<file path="src/rtl/mdio_pkg.sv">
package mdio_pkg;

    localparam int PHY_W   = 5;
    localparam int REG_W   = 5;
    localparam int DATA_W  = 16;
    localparam int HDR_W   = 4 + PHY_W + REG_W;          // read header bits
    localparam int FRAME_W = HDR_W + 2 + DATA_W;         // full write frame bits
    localparam int CNT_W   = 6;                          // bit counter, covers preamble up to 64

    localparam logic [3:0] SOF_RD = 4'b0110;
    localparam logic [3:0] SOF_WR = 4'b0101;
    localparam logic [1:0] TA_WR  = 2'b10;

    typedef enum logic [2:0] {
        ST_IDLE,
        ST_PRE,
        ST_HDR,
        ST_TA,
        ST_RDAT,
        ST_TAIL
    } seq_st_e;

    typedef struct packed {
        seq_st_e            st;
        logic               hi;       // current phase is the high half
        logic [CNT_W-1:0]   cnt;
        logic [FRAME_W-1:0] sh;       // outgoing bits, MSB next
        logic [DATA_W-1:0]  rsh;      // incoming bits
        logic               rd;
        logic               mdc;
        logic               mdo;
        logic               oe;
        logic               done;
        logic               nores;
        logic [DATA_W-1:0]  rdata;
    } seq_q_t;

endpackage

</file>
<file path="src/rtl/mdio_phase_timer.sv">
module mdio_phase_timer #(
    parameter int HALF_PERIOD = 5
) (
    input  logic clk,
    input  logic rst_n,
    input  logic run,
    output logic tick
);
    localparam int TW = (HALF_PERIOD > 1) ? $clog2(HALF_PERIOD) : 1;
    localparam logic [TW-1:0] LAST = TW'(HALF_PERIOD - 1);

    logic [TW-1:0] cnt_d, cnt_q;

    always_comb begin
        tick  = run && (cnt_q == LAST);
        cnt_d = cnt_q;
        if (!run || tick) begin
            cnt_d = '0;
        end else begin
            cnt_d = cnt_q + 1'b1;
        end
    end

    always_ff @(posedge clk or negedge rst_n) begin
        if (!rst_n) begin
            cnt_q <= '0;
        end else begin
            cnt_q <= cnt_d;
        end
    end

endmodule

</file>
<file path="src/rtl/mdio_frame_seq.sv">
module mdio_frame_seq
    import mdio_pkg::*;
#(
    parameter int PRE_LEN = 32
) (
    input  logic              clk,
    input  logic              rst_n,
    input  logic              tick,
    input  logic              cmd_valid,
    input  logic              cmd_read,
    input  logic [PHY_W-1:0]  cmd_phy,
    input  logic [REG_W-1:0]  cmd_reg,
    input  logic [DATA_W-1:0] cmd_wdata,
    input  logic              mdio_in,
    output logic              busy,
    output logic              done,
    output logic [DATA_W-1:0] rd_data,
    output logic              no_resp,
    output logic              mdc,
    output logic              mdio_out,
    output logic              mdio_oe
);
    localparam logic [CNT_W-1:0] PRE_LAST = CNT_W'(PRE_LEN - 1);
    localparam logic [CNT_W-1:0] RD_LAST  = CNT_W'(HDR_W - 1);
    localparam logic [CNT_W-1:0] WR_LAST  = CNT_W'(FRAME_W - 1);
    localparam logic [CNT_W-1:0] DAT_LAST = CNT_W'(DATA_W - 1);

    seq_q_t d, q;

    always_comb begin
        d      = q;
        d.done = 1'b0;
        if (q.st == ST_IDLE) begin
            if (cmd_valid) begin
                d.st    = ST_PRE;
                d.cnt   = '0;
                d.hi    = 1'b0;
                d.mdc   = 1'b0;
                d.mdo   = 1'b1;
                d.oe    = 1'b1;
                d.rd    = cmd_read;
                d.nores = 1'b0;
                d.sh    = cmd_read ? {SOF_RD, cmd_phy, cmd_reg, {(FRAME_W-HDR_W){1'b0}}}
                                   : {SOF_WR, cmd_phy, cmd_reg, TA_WR, cmd_wdata};
            end
        end else if (tick) begin
            if (!q.hi) begin
                // end of low phase: rising edge, outputs already settled
                d.hi  = 1'b1;
                d.mdc = 1'b1;
            end else begin
                // end of high phase: sample, fall, set up next bit
                d.hi  = 1'b0;
                d.mdc = 1'b0;
                case (q.st)
                    ST_PRE: begin
                        if (q.cnt == PRE_LAST) begin
                            d.st  = ST_HDR;
                            d.cnt = '0;
                            d.mdo = q.sh[FRAME_W-1];
                            d.sh  = {q.sh[FRAME_W-2:0], 1'b0};
                        end else begin
                            d.cnt = q.cnt + 1'b1;
                        end
                    end
                    ST_HDR: begin
                        if (q.cnt == (q.rd ? RD_LAST : WR_LAST)) begin
                            d.st  = q.rd ? ST_TA : ST_TAIL;
                            d.cnt = '0;
                            d.oe  = 1'b0;
                            d.mdo = 1'b0;
                        end else begin
                            d.cnt = q.cnt + 1'b1;
                            d.mdo = q.sh[FRAME_W-1];
                            d.sh  = {q.sh[FRAME_W-2:0], 1'b0};
                        end
                    end
                    ST_TA: begin
                        if (mdio_in) begin
                            d.st    = ST_IDLE;
                            d.done  = 1'b1;
                            d.nores = 1'b1;
                            d.rdata = '0;
                        end else begin
                            d.st  = ST_RDAT;
                            d.cnt = '0;
                        end
                    end
                    ST_RDAT: begin
                        d.rsh = {q.rsh[DATA_W-2:0], mdio_in};
                        if (q.cnt == DAT_LAST) begin
                            d.st = ST_TAIL;
                        end else begin
                            d.cnt = q.cnt + 1'b1;
                        end
                    end
                    ST_TAIL: begin
                        d.st    = ST_IDLE;
                        d.done  = 1'b1;
                        d.nores = 1'b0;
                        d.rdata = q.rd ? q.rsh : '0;
                    end
                    default: d.st = ST_IDLE;
                endcase
            end
        end
    end

    always_ff @(posedge clk or negedge rst_n) begin
        if (!rst_n) begin
            q <= '{st: ST_IDLE, default: '0};
        end else begin
            q <= d;
        end
    end

    assign busy     = (q.st != ST_IDLE);
    assign done     = q.done;
    assign rd_data  = q.rdata;
    assign no_resp  = q.nores;
    assign mdc      = q.mdc;
    assign mdio_out = q.mdo;
    assign mdio_oe  = q.oe;

endmodule

</file>
<file path="src/rtl/mdio_frame_master.sv">
module mdio_frame_master #(
    parameter int HALF_PERIOD = 5,
    parameter int PRE_LEN     = 32
) (
    input  logic        clk,
    input  logic        rst_n,
    input  logic        cmd_valid,
    input  logic        cmd_read,
    input  logic [4:0]  cmd_phy,
    input  logic [4:0]  cmd_reg,
    input  logic [15:0] cmd_wdata,
    output logic        busy,
    output logic        done,
    output logic [15:0] rd_data,
    output logic        no_resp,
    output logic        mdc,
    output logic        mdio_out,
    output logic        mdio_oe,
    input  logic        mdio_in
);
    logic tick;

    mdio_phase_timer #(
        .HALF_PERIOD(HALF_PERIOD)
    ) u_timer (
        .clk  (clk),
        .rst_n(rst_n),
        .run  (busy),
        .tick (tick)
    );

    mdio_frame_seq #(
        .PRE_LEN(PRE_LEN)
    ) u_seq (
        .clk      (clk),
        .rst_n    (rst_n),
        .tick     (tick),
        .cmd_valid(cmd_valid),
        .cmd_read (cmd_read),
        .cmd_phy  (cmd_phy),
        .cmd_reg  (cmd_reg),
        .cmd_wdata(cmd_wdata),
        .mdio_in  (mdio_in),
        .busy     (busy),
        .done     (done),
        .rd_data  (rd_data),
        .no_resp  (no_resp),
        .mdc      (mdc),
        .mdio_out (mdio_out),
        .mdio_oe  (mdio_oe)
    );

endmodule

</file>
<file path="config.mk">
export PLATFORM = sky130hd
export DESIGN_NAME = mdio_frame_master
export DESIGN_NICKNAME = d
export VERILOG_FILES = /design/src/rtl/mdio_pkg.sv /design/src/rtl/mdio_phase_timer.sv /design/src/rtl/mdio_frame_seq.sv /design/src/rtl/mdio_frame_master.sv
export SDC_FILE = /design/constraint.sdc
export NUM_CORES = 1
export LEC_CHECK = 0
export ABC_CLOCK_PERIOD_IN_PS = 4950
export BUFFER_PORTS_ARGS = -buffer_cell sky130_fd_sc_hd__buf_2
export CORE_AREA = 2 2 96 98
export DETAILED_ROUTE_END_ITERATION = 8
export DIE_AREA = 0 0 98 100
export GPL_TIMING_DRIVEN = 0
export PLACE_DENSITY = 0.63
export SYNTH_ARGS = -nofsm -noshare
export SYNTH_HDL_FRONTEND = slang
export SYNTH_SLANG_ARGS = --single-unit
export TNS_END_PERCENT = 10
</file>
<file path="constraint.sdc">
create_clock -name clk -period 4.95 [get_ports clk]
set_input_delay 0.495 -clock clk [delete_from_list [all_inputs] [get_ports clk]]
set_output_delay 0.495 -clock clk [all_outputs]
set_load 0.005 [all_outputs]
</file>
# Yosys cells after proc, flatten, opt, wreduce, memory -nomap -nowiden
# Cells that the tools add are included.
[word_totals] regBits=83 inputBits=31 output_inout_bits=22 word_cells=96
[classes] addsub=2 eq_ne=18 n_mux=39 bitwise_logic=1 n_reduce_logical=23
[op_table] operator="$mux W42" count=2
[op_table] operator="$mux W32" count=2
[op_table] operator="$pmux W32 S2" count=1
[op_table] operator="$mux W58" count=1
[op_table] operator="$mux W54" count=1
[op_table] operator="$pmux W18 S2" count=1
[op_table] operator="$mux W16" count=2
[op_table] operator="$mux W30" count=1
[op_table] operator="$mux W3" count=9
[op_table] operator="$mux W6" count=4
[op_table] operator="$pmux W6 S4" count=1
[op_table] operator="$mux W21" count=1
[op_table] operator="$mux W20" count=1
[op_table] operator="$reduce_and A5 Y1" count=4
[op_table] operator="$mux W18" count=1
[op_table] operator="$reduce_and A6 Y1" count=3
[op_table] operator="$ne A3 B2 Y1 const B" count=4
[op_table] operator="$pmux W3 S4" count=1
[op_table] operator="$reduce_bool A2 Y1" count=5
[op_table] operator="$eq A3 B3 Y1 const B" count=3
[op_table] operator="$ne A3 B1 Y1 const B" count=3
[op_table] operator="$reduce_bool A3 Y1" count=3
[op_table] operator="$mux W1" count=8
[op_table] operator="$add A6 B1 Y6 const B" count=1
[op_table] operator="17 further kinds" count=20

# Logic depth before layout (Yosys ltp)
# Gate-level depths: netlist of the first run.
[depth] word_depth=7 depth_mapped=9 depth_no_buf=7

# Modules after synthesis
# A second synthesis of the first run with hierarchy kept.
[hier_totals] hier_cells=407 hier_area_um2=3955.0
[modules_own_cells] mod="mdio_frame_seq" n_inst=1 cells_per_inst=392 area_each_um2=3803.6 seq_area_each_um2=1976.9
[modules_own_cells] mod="mdio_phase_timer" n_inst=1 cells_per_inst=15 area_each_um2=151.4 seq_area_each_um2=75.1

# Worst setup path after synthesis of the first run
# OpenSTA, ideal clock, no wires.
[synth_timing] path_kind="register to register" startpoint="register u_timer.cnt_q[0]" endpoint="register u_seq.q[59] (netlist name)" setup_ns=0.137 arrival_ns=1.785 t_required_ns=4.813 path_slack_ns=3.028 stages_incl_launch_ff=9 path_buffers=2 period_less_slack_ns=1.922 path_cell_list="dfrtp_1 inv_1 ha_1 nand4_1 nor3_1 o211a_1 buf_2 buf_1 a21oi_1"
[synth_via] elab_chain_len=4
[synth_rtl] element="start, declared" line="mdio_phase_timer.sv:12" rtl="logic [TW-1:0] cnt_d, cnt_q;"
[synth_rtl] element="start signal, assigned" line="mdio_phase_timer.sv:28" rtl="cnt_q <= cnt_d;"
[synth_rtl] element="$eq A3 B3 Y1" line="mdio_phase_timer.sv:15" rtl="tick = run && (cnt_q == LAST);"
[synth_rtl] element="$logic_and A1 B1 Y1" line="mdio_phase_timer.sv:15"
[synth_rtl] element="$reduce_bool A2 Y1 (no line)"
[synth_rtl] element="$reduce_and A6 Y1 (no line)"
[synth_rtl] element="end signal, assigned" line="mdio_frame_seq.sv:111" rtl="q <= '{st: ST_IDLE, default: '0};"
[synth_rtl] element="end signal, assigned" line="mdio_frame_seq.sv:113" rtl="q <= d;"
[synth_rtl] element="end, declared" line="mdio_frame_seq.sv:28" rtl="seq_q_t d, q;"
# Every way passes these cells.
# A chain may end at the register's enable or synchronous reset.

# Worst setup path in the final report of the first run
[layout_timing] startpoint="register u_seq.q[78] (netlist name)" endpoint="output busy"
[layout_via] elab_chain_len=1
[layout_rtl] element="$reduce_bool A3 Y1" line="mdio_frame_seq.sv:117" rtl="assign busy = (q.st != ST_IDLE);"
[layout_rtl] element="end, declared" line="mdio_frame_master.sv:12" rtl="output logic busy,"
# Every way passes these cells.

==> results of run 1 <==
==> kinds of logic (layout without fill, tap and decap cells) <==
kind of cell / after synthesis / count (layout)
AO/OA/AOI/OAI: 117 / 117
XOR/XNOR: 2 / 2
adder cells (fa/ha/maj): 3 / 3
buffers and inverters: 51 / 119
flip-flops: 82 / 82
multiplexers: 17 / 17
AND/OR/NAND/NOR: 118 / 118
==> metal layers <==
layer	up-vias	track usage [%]	share of wire, %
li1	1487	-	-
met1	1399	21.1	48
met2	60	28.1	45
met3	9	3.83	4.8
met4	0	6.09	1.4
met5	-	0	0
==> placed cells by master (no fill, tap or decap), drive strengths merged, types with 5 or more instances in the layout <==
| master | count |
|---|---|
| dfrtp | 82 |
| buf | 81 |
| nor2 | 43 |
| nand2 | 42 |
| a21oi | 38 |
| o21ai | 29 |
| a22oi | 26 |
| clkbuf | 23 |
| mux2 | 16 |
| inv | 10 |
| nor2b | 5 |
| nand3 | 5 |
==> cell type report <==
type	instances	area, sq um	area share, %
buffer	41	243	5.37
clock buffer	10	138	3.05
timing repair buffer	53	290	6.42
sequential	82	2050	45.4
multi-input combinational	257	1540	34.1
clock inverter	5	78.8	1.74
inverter	10	37.5	0.831
tap	111	139	3.07
==> how the worst min path moves through the flow <==
stage                            startpoint           endpoint  slack (ns)  cells past startpoint
after global placement    u_seq.rd_data[13]  u_seq.rd_data[13]        0.46                      2
after CTS                             rst_n   u_seq.rd_data[1]        0.06                      1
after floorplan                       rst_n         u_seq.done        0.20                      0
final                                 rst_n   u_seq.rd_data[1]        0.06                      1
after detailed placement              rst_n   u_seq.rd_data[1]        0.45                      1
after global routing                  rst_n   u_seq.rd_data[1]        0.07                      1
==> worst max-delay path, cell delays in order (launching register included) <==
cell     delay (ns)
dfrtp_1        0.43
buf_2          0.21
nor3_2         0.71
inv_2          0.18
buf_2          0.18
==> sequential cells by signal, summed over array words and instances, names as in the netlist <==
| name | flops |
|---|---|
| u_seq.q | 58 |
| u_seq.rd_data | 16 |
| u_timer.cnt_q | 3 |
| u_seq.done | 1 |
| u_seq.mdc | 1 |
| u_seq.mdio_oe | 1 |
| u_seq.mdio_out | 1 |
| u_seq.no_resp | 1 |
==> per-stage QoR <==
step / cells / hold slack, ns / setup slack, ns / power (mW) / area (sq um)
4_1_cts: 569 / 0.0649 / 2.38 / 1.25 / 4520
3_5_place_dp: 554 / 0.448 / 2.51 / 0.716 / 4300
3_3_place_gp: 553 / 0.463 / 2.50 / 0.712 / 4270
2_1_floorplan: 390 / 0.199 / 3.03 / 0.686 / 3870
5_1_grt: 569 / 0.0665 / 2.27 / 1.28 / 4520
6_report: 569 / 0.0648 / 2.40 / 1.23 / 4520
==> power groups by stage <==
stage | Clock, mW | Combinational [mW] | Sequential (mW)
6_report | 0.532 | 0.0299 | 0.671
5_1_grt | 0.576 | 0.0346 | 0.671
4_1_cts | 0.547 | 0.0314 | 0.671
3_5_place_dp | 0 | 0.0313 | 0.684
3_3_place_gp | 0 | 0.0280 | 0.684
2_1_floorplan | 0 | 0.00190 | 0.684
==> impl_metrics.ini, run 1 <==
[detailed_routing]
ant_nets = 0
drc = 0
wl_per_cell_um = 13.6
viasPerCell = 5.19
drt-pass1-iter-count = 4
vias = 2955
drt_iter0_markers = 123
wirelength_um = 7730

[setup_path]
r2r-start = u_seq.q[78]
required_ns = 4.45
crit_type = reg2out
cp_max_fo = 10
crit_start = u_seq.q[78]
rr_worst_depth = 7
timing.rr.end = u_seq.q[50]
endpoint = busy
r2r_slack_ns = 2.49
crit_path_start_kind = register
end_kind = output pin
crit_arrival_ns = 2.05

[synthesis]
synthCells = 390
ys_warn_count = 0
synth-xor-area-share_pct = 0.452
yosysMostFrequentCell = dfrtp_1
synth_flop_cell = dfrtp_1
ys_seq_area_share_pct = 53.0
synth-async-reset-ratio_pct = 100
synth_compound_area_share_pct = 19.1
syn_area_per_cell_sq_um = 9.93
synth_edf_count = 0
synth-adder-area-share_pct = 0.969
ys_types = 49
synth_area_leaders = dfrtp_1 53%, a22oi_1 5.0%, a21oi_1 4.9%
synth_top_family_by_area = compound AO/OA/AOI/OAI gates
syn_area_sq_um = 3870
synth.cells.most_frequent = 82 x dfrtp_1, 42 x nand2_1, 41 x nor2_1, 38 x a21oi_1, 29 x o21ai_0
synth-simple-area-share_pct = 14.3
synth_nets = 424
yosysTopAreaCell = dfrtp_1
ys_ff_latch = 82
synth.mux.area_fraction_pct = 4.91
yosysTopAreaCellShare_pct = 53.0

[cells_and_area]
diodes = 0
fin_util_pct = 50.8
fillerInstances = 861
area_growth_syn_to_layout_pct = 16.7
nets = 488
drive_gt1_share_pct = 26.6

[clock_tree]
clockBufferDepth = 2
clk_transition_reported_paths_ns = 0.09
cts_tree = done
ctsResizeCount = 0
clk_root_buffer_cell = clkbuf_8
h-tree-depth = 3
worstSkewPairLatency_ns = 0.35
cts_setup_buffers = 0
postCtsHoldBufs = 0
numCtsBuffers = 9
numClockSinks = 82

[place]
hpwlAfterDp_um = 5480
routabilityCongestion = 0.814
io_buffers = 52

[grt]
gr-total-overflow = 0
grt_max_degree = 56
grt_pass1_vias = 2929
grt_pass1_wl_um = 13500
antenna_found_initial = 0
grt.total_usage_pct = 16.7

[floorplanning]
die_w_um = 98
rows = 35
die-area_sq_um = 9800
start_util_pct = 43.6
core_sq_um = 8890
die-height_um = 100
pin_count = 53

[sta]
slew_headroom_pct = 44.0
hold_violations = 0
finalSetupViolations = 0
max_freq_mhz = 392
tns_ns = 0
min_period_ns = 2.55
worst_slew_pin_slew_ns = 0.835
min_period_over_period_pct = 51.5
grt_setup_unrepaired = false
skew_ns = 0.0101
slew_viol_final = 0

[power]
power.switching_uw = 256
p_comb_share_pct = 2.4
switching_share_pct = 20.8
p_leak_nw = 2.16
seqPwrFrac_pct = 54.4
irDropWorstVdd_mv = 0.193
powerDensity_nw_per_um2 = 273
internal-power_uw = 976
pwr-share-clk_pct = 43.1

[outcome]
status = completed

[worst_hold_path]
hp-class = in2async

[flow_run]
maxCapViolCount = 0
Note: power is estimated with default switching activity, not from simulation.
==> run 2: changes to the inputs <==
--- a/config.mk
+++ b/config.mk
@@ -5,13 +5,13 @@
 export SDC_FILE = /design/constraint.sdc
 export NUM_CORES = 1
 export LEC_CHECK = 0
-export ABC_CLOCK_PERIOD_IN_PS = 4950
+export ABC_CLOCK_PERIOD_IN_PS = 2200
 export BUFFER_PORTS_ARGS = -buffer_cell sky130_fd_sc_hd__buf_2
 export CORE_AREA = 2 2 96 98
 export DETAILED_ROUTE_END_ITERATION = 8
 export DIE_AREA = 0 0 98 100
 export GPL_TIMING_DRIVEN = 0
-export PLACE_DENSITY = 0.63
+export PLACE_DENSITY = 0.66
 export SYNTH_ARGS = -nofsm -noshare
 export SYNTH_HDL_FRONTEND = slang
 export SYNTH_SLANG_ARGS = --single-unit
==> constraint.sdc (replaced) <==
create_clock -name clk -period 2.2 [get_ports clk]
set_input_delay 0.22 -clock clk [delete_from_list [all_inputs] [get_ports clk]]
set_output_delay 0.22 -clock clk [all_outputs]
set_load 0.005 [all_outputs]
==> run 2 against run 1 <==
  * Setup slack worse by 2.3 ns
  * Design area up 2.1%
  * Flip-flop and latch count unchanged
  * Core utilization up 1.1 points
  * Sequential share of layout area down 0.92 points
  * Combinational power up 130%
  * Register-to-register slack worse by 2.4 ns
  * First-iteration DRC count up 33%
  * Sequential power up 130%
  * Via count up 1.8%
==> impl_metrics.ini, run 2 (synthesis results as in run 1) <==
[cells_and_area]
diodes = 0
area_growth_syn_to_layout_pct = 19.1
nets = 493
largest_reg_flops = 58
final_cell_mix = 82 x dfrtp_1, 56 x buf_2, 42 x nand2_1, 41 x nor2_1, 38 x a21oi_1
regMostFlops = u_seq.q
drive_gt1_share_pct = 28.2
fin_util_pct = 51.9
final_common_cell = dfrtp_1
final_cell_area_sq_um = 4610

[clock_tree]
clockBufferDepth = 2
h-tree-depth = 3
clk_root_buffer_cell = clkbuf_8
numClockSinks = 82
clk_transition_reported_paths_ns = 0.09
worstSkewPairLatency_ns = 0.35
cts_tree = done
numCtsBuffers = 9

[grt]
antenna_found_initial = 0
grt_pass1_vias = 2934
grt.total_usage_pct = 16.6
grt_pass1_wl_um = 13300
gr-total-overflow = 0
grt_max_degree = 66

[sta]
setup_slack_ns = 0.137
finalSetupViolations = 0
slew_viol_final = 0
slew_headroom_pct = 65.9
skew_ns = 0.0115
grt_setup_unrepaired = true
max_freq_mhz = 485
hold_violations = 0
min_period_over_period_pct = 93.8
min_period_ns = 2.06
worst_slew_pin_slew_ns = 0.511

[detailed_routing]
viasPerCell = 5.23
vias = 3007
drt_iter0_markers = 164
ant_nets = 0
drc = 0
drt-pass1-iter-count = 5
wirelength_um = 7830
wl_per_cell_um = 13.6

[setup_path]
crit_type = reg2reg
critical-path-max-stage-delay_ns = 0.45
end_kind = register
crit_path_start_kind = register
crit_path_cell_trace = or3b_1 > a2111o_1 > o211a_1 > clkbuf_4 > buf_4 > nand3_1 > o21ai_0
cp_max_fo = 10
crit_arrival_ns = 2.29
required_ns = 2.43
crit_buf_inv = 2
cp_slowest_cell = dfrtp_1
crit_family = compound AO/OA/AOI/OAI gates

[place]
routabilityCongestion = 0.877
dpl-instance-area_sq_um = 4300
io_buffers = 52
hpwlAfterDp_um = 5440
dp_slack_ns = -0.229

[floorplanning]
start_util_pct = 43.6
die-area_sq_um = 9800
die_w_um = 98
pin_count = 53
core_sq_um = 8890
rows = 35
die-height_um = 100

[power]
irDropWorstVdd_mv = 0.291
p_leak_nw = 2.20
powerDensity_nw_per_um2 = 582
total_power_mw = 2.69

[flow_run]
maxCapViolCount = 0

[worst_hold_path]
hp-class = in2reg

[outcome]
status = completed
==> run 2: layer usage <==
layer / global-route usage, % / vias up / wire, um
li1: - / 1504 / -
met1: 21.4 / 1426 / 3690
met2: 27.6 / 69 / 3690
met3: 3.48 / 8 / 339
met4: 6.73 / 0 / 103
met5: 0 / - / 0
==> run 2: repair_timing <==
item                                   in CTS  in global routing
resized for setup                           4                 16
endpoints found under the hold margin      17                  0
pin swaps                                   0                  2
setup endpoints to repair                  39                 48
hold buffers                                1                  0
setup buffers                               0                  4
==> run 2: final cells by class <==
type	count	area (sq um)
fill	852	4280
sequential	82	2050
multi-input combinational	257	1590
timing repair buffer	58	330
buffer	41	262
clock buffer	11	141
tap	111	139
clock inverter	5	63.8
inverter	10	37.5
==> run 2: power breakdown <==
group / internal (mW) / leakage [nW] / total (mW) / switching (mW)
Clock: 0.562 / 0.0997 / 1.11 / 0.546
Sequential: 1.51 / 1.11 / 1.51 / 0.00179
Combinational: 0.0282 / 0.988 / 0.0684 / 0.0402
Total: 2.10 / 2.20 / 2.69 / 0.588
==> run 2: tightest hold or removal path: stages <==
cell	delay [ns]
buf_2	0.07
nand3_1	0.05
o21ai_0	0.06
==> run 2: metrics by stage <==
step	instances	setup TNS [ns]	hold slack [ns]
after floorplan	390	0	-0.0756
after global placement	553	-5.35	0.454
after detailed placement	554	-5.64	0.109
after CTS	571	0	0.0876
after global routing	575	-0.0257	0.0991
final	575	0	0.105
==> run 2: worst paths after layout <==
kind | start | endpoint | slack [ns] | depth (start not counted)
setup / recovery | u_seq.q[74] | u_seq.q[38] | 0.14 | 7
hold / removal | cmd_wdata[0] | u_seq.q[38] | 0.11 | 3
setup reg to reg | u_seq.q[74] | u_seq.q[38] | 0.14 | 7
hold reg to reg | u_seq.rd_data[12] | u_seq.rd_data[12] | 0.48 | 2
max in group asynchronous | rst_n | u_seq.q[40] | 1.33 | 3
min in group asynchronous | rst_n | u_seq.rd_data[2] | 0.27 | 2
==> run 3: changes to the inputs <==
--- a/config.mk
+++ b/config.mk
@@ -7,12 +7,15 @@
 export LEC_CHECK = 0
 export ABC_CLOCK_PERIOD_IN_PS = 2200
 export BUFFER_PORTS_ARGS = -buffer_cell sky130_fd_sc_hd__buf_2
-export CORE_AREA = 2 2 96 98
+export CAP_MARGIN = 15
+export CORE_AREA = 2 2 97 99
 export DETAILED_ROUTE_END_ITERATION = 8
-export DIE_AREA = 0 0 98 100
+export DIE_AREA = 0 0 99 101
+export GPL_ROUTABILITY_DRIVEN = 0
 export GPL_TIMING_DRIVEN = 0
-export PLACE_DENSITY = 0.66
+export PLACE_DENSITY = 0.65
 export SYNTH_ARGS = -nofsm -noshare
 export SYNTH_HDL_FRONTEND = slang
+export SYNTH_HIERARCHICAL = 1
 export SYNTH_SLANG_ARGS = --single-unit
 export TNS_END_PERCENT = 10
==> run 3 against run 2 <==
  * Die area is 2.0% higher
  * Global-route usage is 2.0 points higher
  * The flow now finishes with violations (setup timing)
  * Fmax is 6.8% lower
  * Design area is 10% higher
  * Flip-flop and latch count stayed put
==> impl_metrics.ini, run 3 <==
[worst_hold_path]
hp-class = in2reg
hold_depth = 3
hold_path_end = u_seq/q[38]
hold_start = cmd_wdata[0]

[sta]
max_freq_mhz = 452
min_period_over_period_pct = 101
finalSetupViolations = 2
setup_slack_ns = -0.0134
hold_violations = 0
slew_viol_final = 0
slew_headroom_pct = 61.2
skew_ns = 0.0147
grt_setup_unrepaired = true
worst_slew_pin_slew_ns = 0.581
min_period_ns = 2.21

[synthesis]
syn_area_sq_um = 3960
synth-async-reset-ratio_pct = 100
synth-xor-area-share_pct = 0
yosysTopAreaCellShare_pct = 51.9
ys_ff_latch = 82
synth.mux.area_fraction_pct = 4.84
synth.cells.most_frequent = 82 x dfrtp_1, 56 x nand2_1, 32 x nor2_1
ys_warn_count = 6
synth_compound_area_share_pct = 16.5
synth_top_family_by_area = simple AND/OR/NAND/NOR gates
yosysTopAreaCell = dfrtp_1
synth_edf_count = 0
synth-simple-area-share_pct = 17.8
synth-adder-area-share_pct = 0.949
ys_seq_area_share_pct = 51.9
synth_area_leaders = dfrtp_1 52%, nand2_1 5.3%, mux2_2 4.8%
synth_flop_cell = dfrtp_1
synth_nets = 441
synthCells = 407
yosysMostFrequentCell = dfrtp_1
syn_area_per_cell_sq_um = 9.72
ys_types = 46

[detailed_routing]
viasPerCell = 5.42
vias = 3333
drc = 0
wl_per_cell_um = 14.8
wirelength_um = 9100
drt_iter0_markers = 245
drt-pass1-iter-count = 5
ant_nets = 0

[cells_and_area]
diodes = 0
final_common_cell = dfrtp_1
drive_gt1_share_pct = 36.5
final_cell_mix = 80 x dfrtp_1, 56 x buf_2, 54 x nand2_1, 38 x buf_4, 26 x o21ai_0
area_growth_syn_to_layout_pct = 28.4
fin_util_pct = 56.6
regMostFlops = u_seq/q
largest_reg_flops = 58
nets = 533
fillerInstances = 785

[setup_path]
end_kind = register
crit_family = buffers and inverters
crit_path_cell_trace = clkbuf_8 > nor3_4 > inv_2 > buf_8 > inv_4 > nor2_4 > buf_6 > nand3_2 > a211o_1 > a32oi_4 > buf_6 > clkbuf_16 > nor2_1 > a21oi_1
required_ns = 2.48
crit_start = u_seq/q[77]
crit_type = reg2reg
cp_slowest_cell = dfrtp_1
r2r_slack_ns = -0.01
crit_top_cell = buf_6
rr_worst_depth = 14
timing.rr.end = u_seq/q[41]
crit_arrival_ns = 2.50
crit_buf_inv = 7
r2r-start = u_seq/q[77]
cp_max_fo = 6
critical-path-max-stage-delay_ns = 0.34
crit_path_start_kind = register

[grt]
antenna_found_initial = 0
gr-total-overflow = 0
grt_pass1_wl_um = 15200
grt_max_degree = 49
grt_pass1_vias = 3160
grt.total_usage_pct = 18.6

[clock_tree]
numCtsBuffers = 9
clk_root_buffer_cell = clkbuf_8
numClockSinks = 82
cts_tree = done
worstSkewPairLatency_ns = 0.35
h-tree-depth = 3
clk_transition_reported_paths_ns = 0.09
clockBufferDepth = 2

[outcome]
violations = setup timing
status = finished with violations

[power]
p_leak_nw = 2.31
total_power_mw = 2.86
powerDensity_nw_per_um2 = 563
irDropWorstVdd_mv = 0.426

[flow_run]
maxCapViolCount = 0

[floorplanning]
rows = 35
die_w_um = 99
start_util_pct = 44.1
die-area_sq_um = 10000
die-height_um = 101
core_sq_um = 8980
pin_count = 53

[place]
io_buffers = 52
hpwlAfterDp_um = 5890
-- run 3: cell types whose count changed after synthesis, sizes merged, moves of 3 or more --
cell	before	now
nand2b	1	5
nor2	43	33
nand2	42	56
a22o	3	0
a31oi	1	11
a21oi	38	26
nand3	5	26
o2bb2ai	0	3
a22oi	26	15
nor2b	5	10
-- run 3: final cells by class --
| type | count | area, sq um | share of cell area [%] |
|---|---|---|---|
| timing repair buffer | 81 | 541 | 10.6 |
| sequential | 82 | 2050 | 40.5 |
| inverter | 12 | 47.5 | 0.936 |
| tap | 111 | 139 | 2.73 |
| clock inverter | 5 | 85.1 | 1.68 |
| clock buffer | 11 | 141 | 2.78 |
| buffer | 42 | 329 | 6.48 |
| multi-input combinational | 271 | 1740 | 34.3 |
-- run 3: per-stage QoR --
step	instances	setup TNS [ns]	hold WS, ns	setup WS [ns]	cell area [sq um]
2_1_floorplan	407	-0.000529	-0.0756	-0.000529	4030
3_3_place_gp	570	-22.63	0.465	-0.394	4430
3_5_place_dp	571	-23.47	0.216	-0.433	4460
4_1_cts	604	-0.0162	0.0986	-0.00919	4890
5_1_grt	615	-3.55	0.117	-0.127	5080
6_report	615	-0.0141	0.117	-0.0134	5080
-- run 3: cell families after synthesis --
group,Yosys count
DFF,82
and+or+nand+nor,149
buffers and inverters,54
AOI/OAI and AO/OA,102
adders and majority gates,3
muxes,17
-- run 3: repair_timing --
action,in CTS,in global routing
endpoints found under the hold margin,34,0
pin swaps,6,10
hold buffers,1,0
resized for setup,23,34
setup endpoints to repair,75,69
cloned,3,2
buffers inserted,13,9
-- run 3: worst min-delay path: stages --
cell,delay [ns]
buf_2,0.10
nand3_1,0.05
o21ai_1,0.06
-- run 3: how the worst max path moves through the flow --
stage                   to  slack, ns  cells past startpoint
3_5_place_dp   u_seq/q[66]      -0.43                     13
2_1_floorplan  u_seq/q[73]    -0.0005                     12
3_3_place_gp   u_seq/q[46]      -0.39                     13
4_1_cts        u_seq/q[73]     -0.009                     13
5_1_grt        u_seq/q[56]      -0.13                     14
6_report       u_seq/q[41]      -0.01                     14
-- run 3: power by group --
part           internal [mW]  total (mW)  switching [mW]
combinational         0.0380      0.0882          0.0502
clock                  0.677        1.23           0.557
sequential              1.52        1.53          0.0119
-- run 3: metal layers --
layer	global-route usage, %	wire, um	vias to the layer above
li1	-	-	1592
met4	6.74	149	0
met2	31.4	4430	111
met1	24.0	4060	1612
met5	0	0	-
met3	3.54	457	18
